--- config.mk ---
export PLATFORM = sky130hd
export DESIGN_NAME = mpr_cmd_unit
export DESIGN_NICKNAME = d
export VERILOG_FILES = /design/src/rtl/mpr_pkg.sv /design/src/rtl/mpr_cmd_decode.sv /design/src/rtl/mpr_mode_ctrl.sv /design/src/rtl/mpr_burst_gen.sv /design/src/rtl/mpr_cmd_unit.sv
export SDC_FILE = /design/constraint.sdc
export NUM_CORES = 1
export LEC_CHECK = 0
export BUFFER_PORTS_ARGS = -buffer_cell sky130_fd_sc_hd__buf_4
export CAP_MARGIN = 20
export CELL_PAD_IN_SITES_DETAIL_PLACEMENT = 1
export CELL_PAD_IN_SITES_GLOBAL_PLACEMENT = 1
export CORE_MARGIN = 2
export CORE_UTILIZATION = 25
export DETAILED_ROUTE_END_ITERATION = 16
export MAX_ROUTING_LAYER = met4
export PLACE_DENSITY_LB_ADDON = 0.1
export SETUP_SLACK_MARGIN = 0.15
export SKIP_LAST_GASP = 1
export SLEW_MARGIN = 20
export SYNTH_ARGS = -nofsm -noshare
export SYNTH_HDL_FRONTEND = slang
export SYNTH_SLANG_ARGS = --single-unit
--- constraint.sdc ---
create_clock -name clk_i -period 1.5 [get_ports clk_i]
set_input_delay 0.225 -clock clk_i [delete_from_list [all_inputs] [get_ports clk_i]]
set_output_delay 0.225 -clock clk_i [all_outputs]
set_load 0.02 [all_outputs]
--- src/rtl/mpr_pkg.sv ---
package mpr_pkg;
  typedef enum logic [2:0] {
    CMD_MRS = 3'b000,
    CMD_REF = 3'b001,
    CMD_PRE = 3'b010,
    CMD_ACT = 3'b011,
    CMD_WR  = 3'b100,
    CMD_RD  = 3'b101,
    CMD_ZQ  = 3'b110,
    CMD_NOP = 3'b111
  } cmd_e;

  typedef struct packed {
    logic nop;
    logic mrs;
    logic rd;
  } cmd_cls_t;
endpackage

--- src/rtl/mpr_cmd_decode.sv ---
module mpr_cmd_decode
  import mpr_pkg::*;
(
  input  logic     cs_ni,
  input  logic     ras_ni,
  input  logic     cas_ni,
  input  logic     we_ni,
  output cmd_cls_t cls_o
);
  cmd_e code;
  assign code = cmd_e'({ras_ni, cas_ni, we_ni});

  always_comb begin
    cls_o = '0;
    if (cs_ni) cls_o.nop = 1'b1;
    else begin
      unique case (code)
        CMD_NOP: cls_o.nop = 1'b1;
        CMD_MRS: cls_o.mrs = 1'b1;
        CMD_RD:  cls_o.rd  = 1'b1;
        default: cls_o     = '0;
      endcase
    end
  end
endmodule

--- src/rtl/mpr_mode_ctrl.sv ---
module mpr_mode_ctrl
  import mpr_pkg::*;
#(
  parameter int ADDR_W    = 16,
  parameter int NUM_BANKS = 8
) (
  input  logic                 clk_i,
  input  logic                 rst_ni,
  input  cmd_cls_t             cls_i,
  input  logic                 cke_i,
  input  logic [2:0]           ba_i,
  input  logic [ADDR_W-1:0]    addr_i,
  input  logic [NUM_BANKS-1:0] bank_idle_i,
  output logic                 mpr_en_o,
  output logic                 err_o,
  output logic                 redirect_o
);
  logic mr3_tgt, rsv_bad, loc_bad, busy, mr3_ok, mr3_err;
  logic en_nxt, err_nxt;

  assign mr3_tgt = (ba_i[1:0] == 2'b11);
  assign rsv_bad = ba_i[2] | (|addr_i[ADDR_W-1:3]);
  assign loc_bad = addr_i[2] & (addr_i[1:0] != 2'b00);
  assign busy    = ~(&bank_idle_i);
  assign mr3_ok  = cls_i.mrs & cke_i & mr3_tgt & ~rsv_bad & ~loc_bad & ~busy;
  assign mr3_err = cls_i.mrs & mr3_tgt & ~mr3_ok;

  always_comb begin
    en_nxt  = mpr_en_o;
    err_nxt = 1'b0;
    if (!mpr_en_o) begin
      if (mr3_err)     err_nxt = 1'b1;
      else if (mr3_ok) en_nxt  = addr_i[2];
    end else begin
      // only NOP/deselect, reads and the disabling MR3 write are legal
      if (!cke_i)                      err_nxt = 1'b1;
      else if (cls_i.rd || cls_i.nop)  err_nxt = 1'b0;
      else if (mr3_ok && !addr_i[2])   en_nxt  = 1'b0;
      else                             err_nxt = 1'b1;
    end
  end

  always_ff @(posedge clk_i or negedge rst_ni) begin
    if (!rst_ni) begin
      mpr_en_o <= 1'b0;
      err_o    <= 1'b0;
    end else begin
      mpr_en_o <= en_nxt;
      err_o    <= err_nxt;
    end
  end

  assign redirect_o = mpr_en_o & cls_i.rd & cke_i;
endmodule

--- src/rtl/mpr_burst_gen.sv ---
module mpr_burst_gen #(
  parameter int DQ_W   = 16,
  parameter int RD_LAT = 5
) (
  input  logic            clk_i,
  input  logic            rst_ni,
  input  logic            start_i,
  output logic            valid_o,
  output logic [DQ_W-1:0] data_o
);
  localparam int BURST_LEN = 8;
  localparam int BEAT_W    = $clog2(BURST_LEN);

  logic [RD_LAT-1:0] dly;
  logic [BEAT_W-1:0] beat;

  generate
    if (RD_LAT == 1) begin : g_lat1
      always_ff @(posedge clk_i or negedge rst_ni) begin
        if (!rst_ni) dly <= '0;
        else         dly <= start_i;
      end
    end else begin : g_latn
      always_ff @(posedge clk_i or negedge rst_ni) begin
        if (!rst_ni) dly <= '0;
        else         dly <= {dly[RD_LAT-2:0], start_i};
      end
    end
  endgenerate

  always_ff @(posedge clk_i or negedge rst_ni) begin
    if (!rst_ni) begin
      valid_o <= 1'b0;
      beat    <= '0;
    end else if (dly[RD_LAT-1]) begin
      valid_o <= 1'b1;
      beat    <= '0;
    end else if (valid_o) begin
      if (beat == BEAT_W'(BURST_LEN - 1)) valid_o <= 1'b0;
      beat <= beat + 1'b1;
    end
  end

  // alternating 0/1 per beat on every data bit
  assign data_o = valid_o ? {DQ_W{beat[0]}} : '0;
endmodule

--- src/rtl/mpr_cmd_unit.sv ---
module mpr_cmd_unit
  import mpr_pkg::*;
#(
  parameter int ADDR_W    = 16,
  parameter int NUM_BANKS = 8,
  parameter int DQ_W      = 16,
  parameter int RD_LAT    = 5
) (
  input  logic                 clk_i,
  input  logic                 rst_ni,
  input  logic                 cke_i,
  input  logic                 cs_ni,
  input  logic                 ras_ni,
  input  logic                 cas_ni,
  input  logic                 we_ni,
  input  logic [2:0]           ba_i,
  input  logic [ADDR_W-1:0]    addr_i,
  input  logic [NUM_BANKS-1:0] bank_idle_i,
  output logic                 mpr_en_o,
  output logic                 rd_src_mpr_o,
  output logic [DQ_W-1:0]      mpr_data_o,
  output logic                 mpr_valid_o,
  output logic                 err_o
);
  cmd_cls_t cls;

  mpr_cmd_decode u_dec (
    .cs_ni  (cs_ni),
    .ras_ni (ras_ni),
    .cas_ni (cas_ni),
    .we_ni  (we_ni),
    .cls_o  (cls)
  );

  mpr_mode_ctrl #(.ADDR_W(ADDR_W), .NUM_BANKS(NUM_BANKS)) u_mode (
    .clk_i       (clk_i),
    .rst_ni      (rst_ni),
    .cls_i       (cls),
    .cke_i       (cke_i),
    .ba_i        (ba_i),
    .addr_i      (addr_i),
    .bank_idle_i (bank_idle_i),
    .mpr_en_o    (mpr_en_o),
    .err_o       (err_o),
    .redirect_o  (rd_src_mpr_o)
  );

  mpr_burst_gen #(.DQ_W(DQ_W), .RD_LAT(RD_LAT)) u_burst (
    .clk_i   (clk_i),
    .rst_ni  (rst_ni),
    .start_i (rd_src_mpr_o),
    .valid_o (mpr_valid_o),
    .data_o  (mpr_data_o)
  );
endmodule

==> metrics <==
Congestion Overflow GR 0; vias 599; HP Class in2reg; core area 2450 sq um; Pleak about 0.00056 uW; RSZ-0062 raised after global routing yes; H-tree levels 1; PortBufs 53; Initial Util 0.259; max-slew violation count 0; WL/cell between 10 and 15 um; commonest non-fill, non-tap cell in the layout buf_4; io pins 54; DRC viols 0; Longest Clk Path Bufs 2; TritonCTS buffer count 3; post-synthesis cell type count 20; power share of the clock group 0.340; Synth Warn # 0; Final Critical Period 1290 ps; Cells after Synth 58; Worst setup SP type flip-flop; die area 2970 sq um; number of diodes 0; Placed Cells 126; critical path's top delay family flip-flops; Gate power share 0.154; combinational family with the most area after synthesis simple AND/OR/NAND/NOR gates; Peak VDD IR about 0.33 mV; Max Cap Viol 0; initial antenna violation count 0; Hold Path Depth 2; non-filler cells in the finished layout 135; CTS tree built; largest net degree at the start of global routing 12; CP peak stage delay between 300 and 400 ps; GRT Overall Usage 0.124; Yosys reg bits 11; Crit Path Max Fanout 2; worst path bufs/invs 1; final setup vio count 0; Skew-Pair Late Insertion Delay between 200 and 300 ps; 1st-pass router iterations 2; layout cell share with drive strength beyond 1 0.638; vias per cell between 4 and 5; FMAX 777 MHz; Placer Congestion between 0.6 and 0.7; Final Hold Slack between 100 and 150 ps; Avg Synthesized Cell Area 11.0 sq um; net switching fraction of the power 0.210; reg2reg path depth 4; syn nets 94; total power 586 uW; Area Growth Syn to Fin 62.7%; post-synthesis mux area share 0.0491; CP Cell Sequence nand4_1 > nor3_2 > buf_4; max_slew headroom 0.867; register share of total power 0.506; Critical Path AT approximately 1100 ps; Hold Vio Cnt, Final 0; first-pass GRT wire length 2.59 mm; critical path capture point type output port; NetSw around 120 uW; status finished, final reports clean; Worst Skew between 10 and 15 ps; Final Routed Wirelength 1.53 mm; setup TNS 0 ps; slowest cell on the critical path dfrtp_1; final cycle utilization of the critical path 0.858; sequential fraction of the synthesis area 0.432; Compound-Gate Fraction of Synth Area 0.0648; Worst Path Required 1270 ps; post-synthesis adder-cell area fraction 0.0393; Simple-Gate Fraction of Synth Area 0.218; die height 54.5 um; DP HPWL 1.23 mm; mapped cell area 637 sq um; Pint 463 uW; CTS Root Cell clkbuf_4; fill count 295; Die W 54.5 um; Initial DRC Count 1; Total Nets Final 142; antenna viol nets, final 0; pwr/cell area 566 nW/um^2; Slew @ Worst Pin 198 ps; # rows 18; XOR/XNOR Fraction of Synth Area 0.0138; most frequent cells in the layout 56 x buf_4, 10 x dfrtp_1, 6 x nor2_1, 4 x nand4_1, 3 x clkbuf_4; vias in the first global route ~640; Num Clock Sinks 11; Crit. path cell count 3; Clock transition at path regs 80 ps; kind of critical path reg2out
-- what timing repair did --
action	in CTS	in global routing
pin swaps	1	0
setup buffers	3	0
endpoints found under the setup margin	17	1
hold buffers	1	0
hold endpoints to repair	11	0
gates cloned	1	0
resized for setup	3	0
-- routing by layer --
layer,wire [um],up-vias,track usage
met5,0,-,-
met2,850,30,0.223
met3,87,2,0.0246
met4,22,0,0.0500
li1,-,287,-
met1,569,280,0.131
-- power by group through the flow --
stage | clock network [uW] | registers, uW | logic, uW
floorplan | 0 | 303 | 10.9
global placement | 0 | 302 | 87.8
detailed placement | 0 | 303 | 89.6
CTS | 209 | 297 | 92.5
global route | 231 | 297 | 101
finish | 199 | 297 | 90.6
-- through the flow --
step / utilization / instance area [sq um] / setup WS [ps]
finish: 0.422 / 1040 / 212
CTS: 0.422 / 1040 / 189
detailed placement: 0.392 / 962 / 73.2
floorplan: - / 639 / 184
global placement: 0.392 / 962 / 85.0
global route: 0.422 / 1040 / 57.3
-- cell usage after synthesis --
cell,n,area (sq um)
a21o_1,2,15.0
nor4_2,1,12.5
nor2_1,6,22.5
inv_1,1,3.75
or2b_1,1,7.51
xnor2_1,1,8.76
nand4_1,4,25.0
nor3_2,1,10.0
ha_1,2,25.0
mux2_1,1,11.3
and4b_1,2,20.0
and2_1,1,6.26
a32oi_1,1,8.76
dfrtp_1,11,275
nor4b_2,2,30.0
nor3_1,1,5.00
mux2i_1,2,20.0
o21bai_1,1,7.51
buf_4,15,113
o21ai_0,2,10.0
-- flip-flops by register name (all words and copies together), names as in the netlist --
register	flops
u_burst.valid_o	1
u_burst.dly	5
u_burst.beat	3
u_mode.mpr_en_o	1
u_mode.err_o	1
-- logic make-up after synthesis --
| logic type | Yosys count |
|---|---|
| mux | 3 |
| compound gates | 6 |
| flops | 11 |
| simple gates | 19 |
| fa+ha+maj | 2 |
| buf+inv | 16 |
| xor+xnor | 1 |
-- layout make-up --
class	instances	area, sq um	share of cell area
inverter	1	3.75	0.00362
clock buffer	4	26.3	0.0254
tap	30	37.5	0.0362
sequential	11	277	0.267
timing repair buffer	57	430	0.415
multi-input combinational	32	262	0.252
-- final timing paths --
path,to,from,slack [ps]
max reg2reg,u_burst.beat[2],u_burst.beat[0],280
min in group asynchronous,u_burst.beat[1],rst_ni,330
min reg2reg,u_burst.dly[1],u_burst.dly[0],350
min,u_burst.dly[0],cas_ni,130
max in group asynchronous,u_burst.valid_o,rst_ni,1020
max,rd_src_mpr_o,u_mode.mpr_en_o,210
Note: power is estimated with default switching activity, not from simulation.
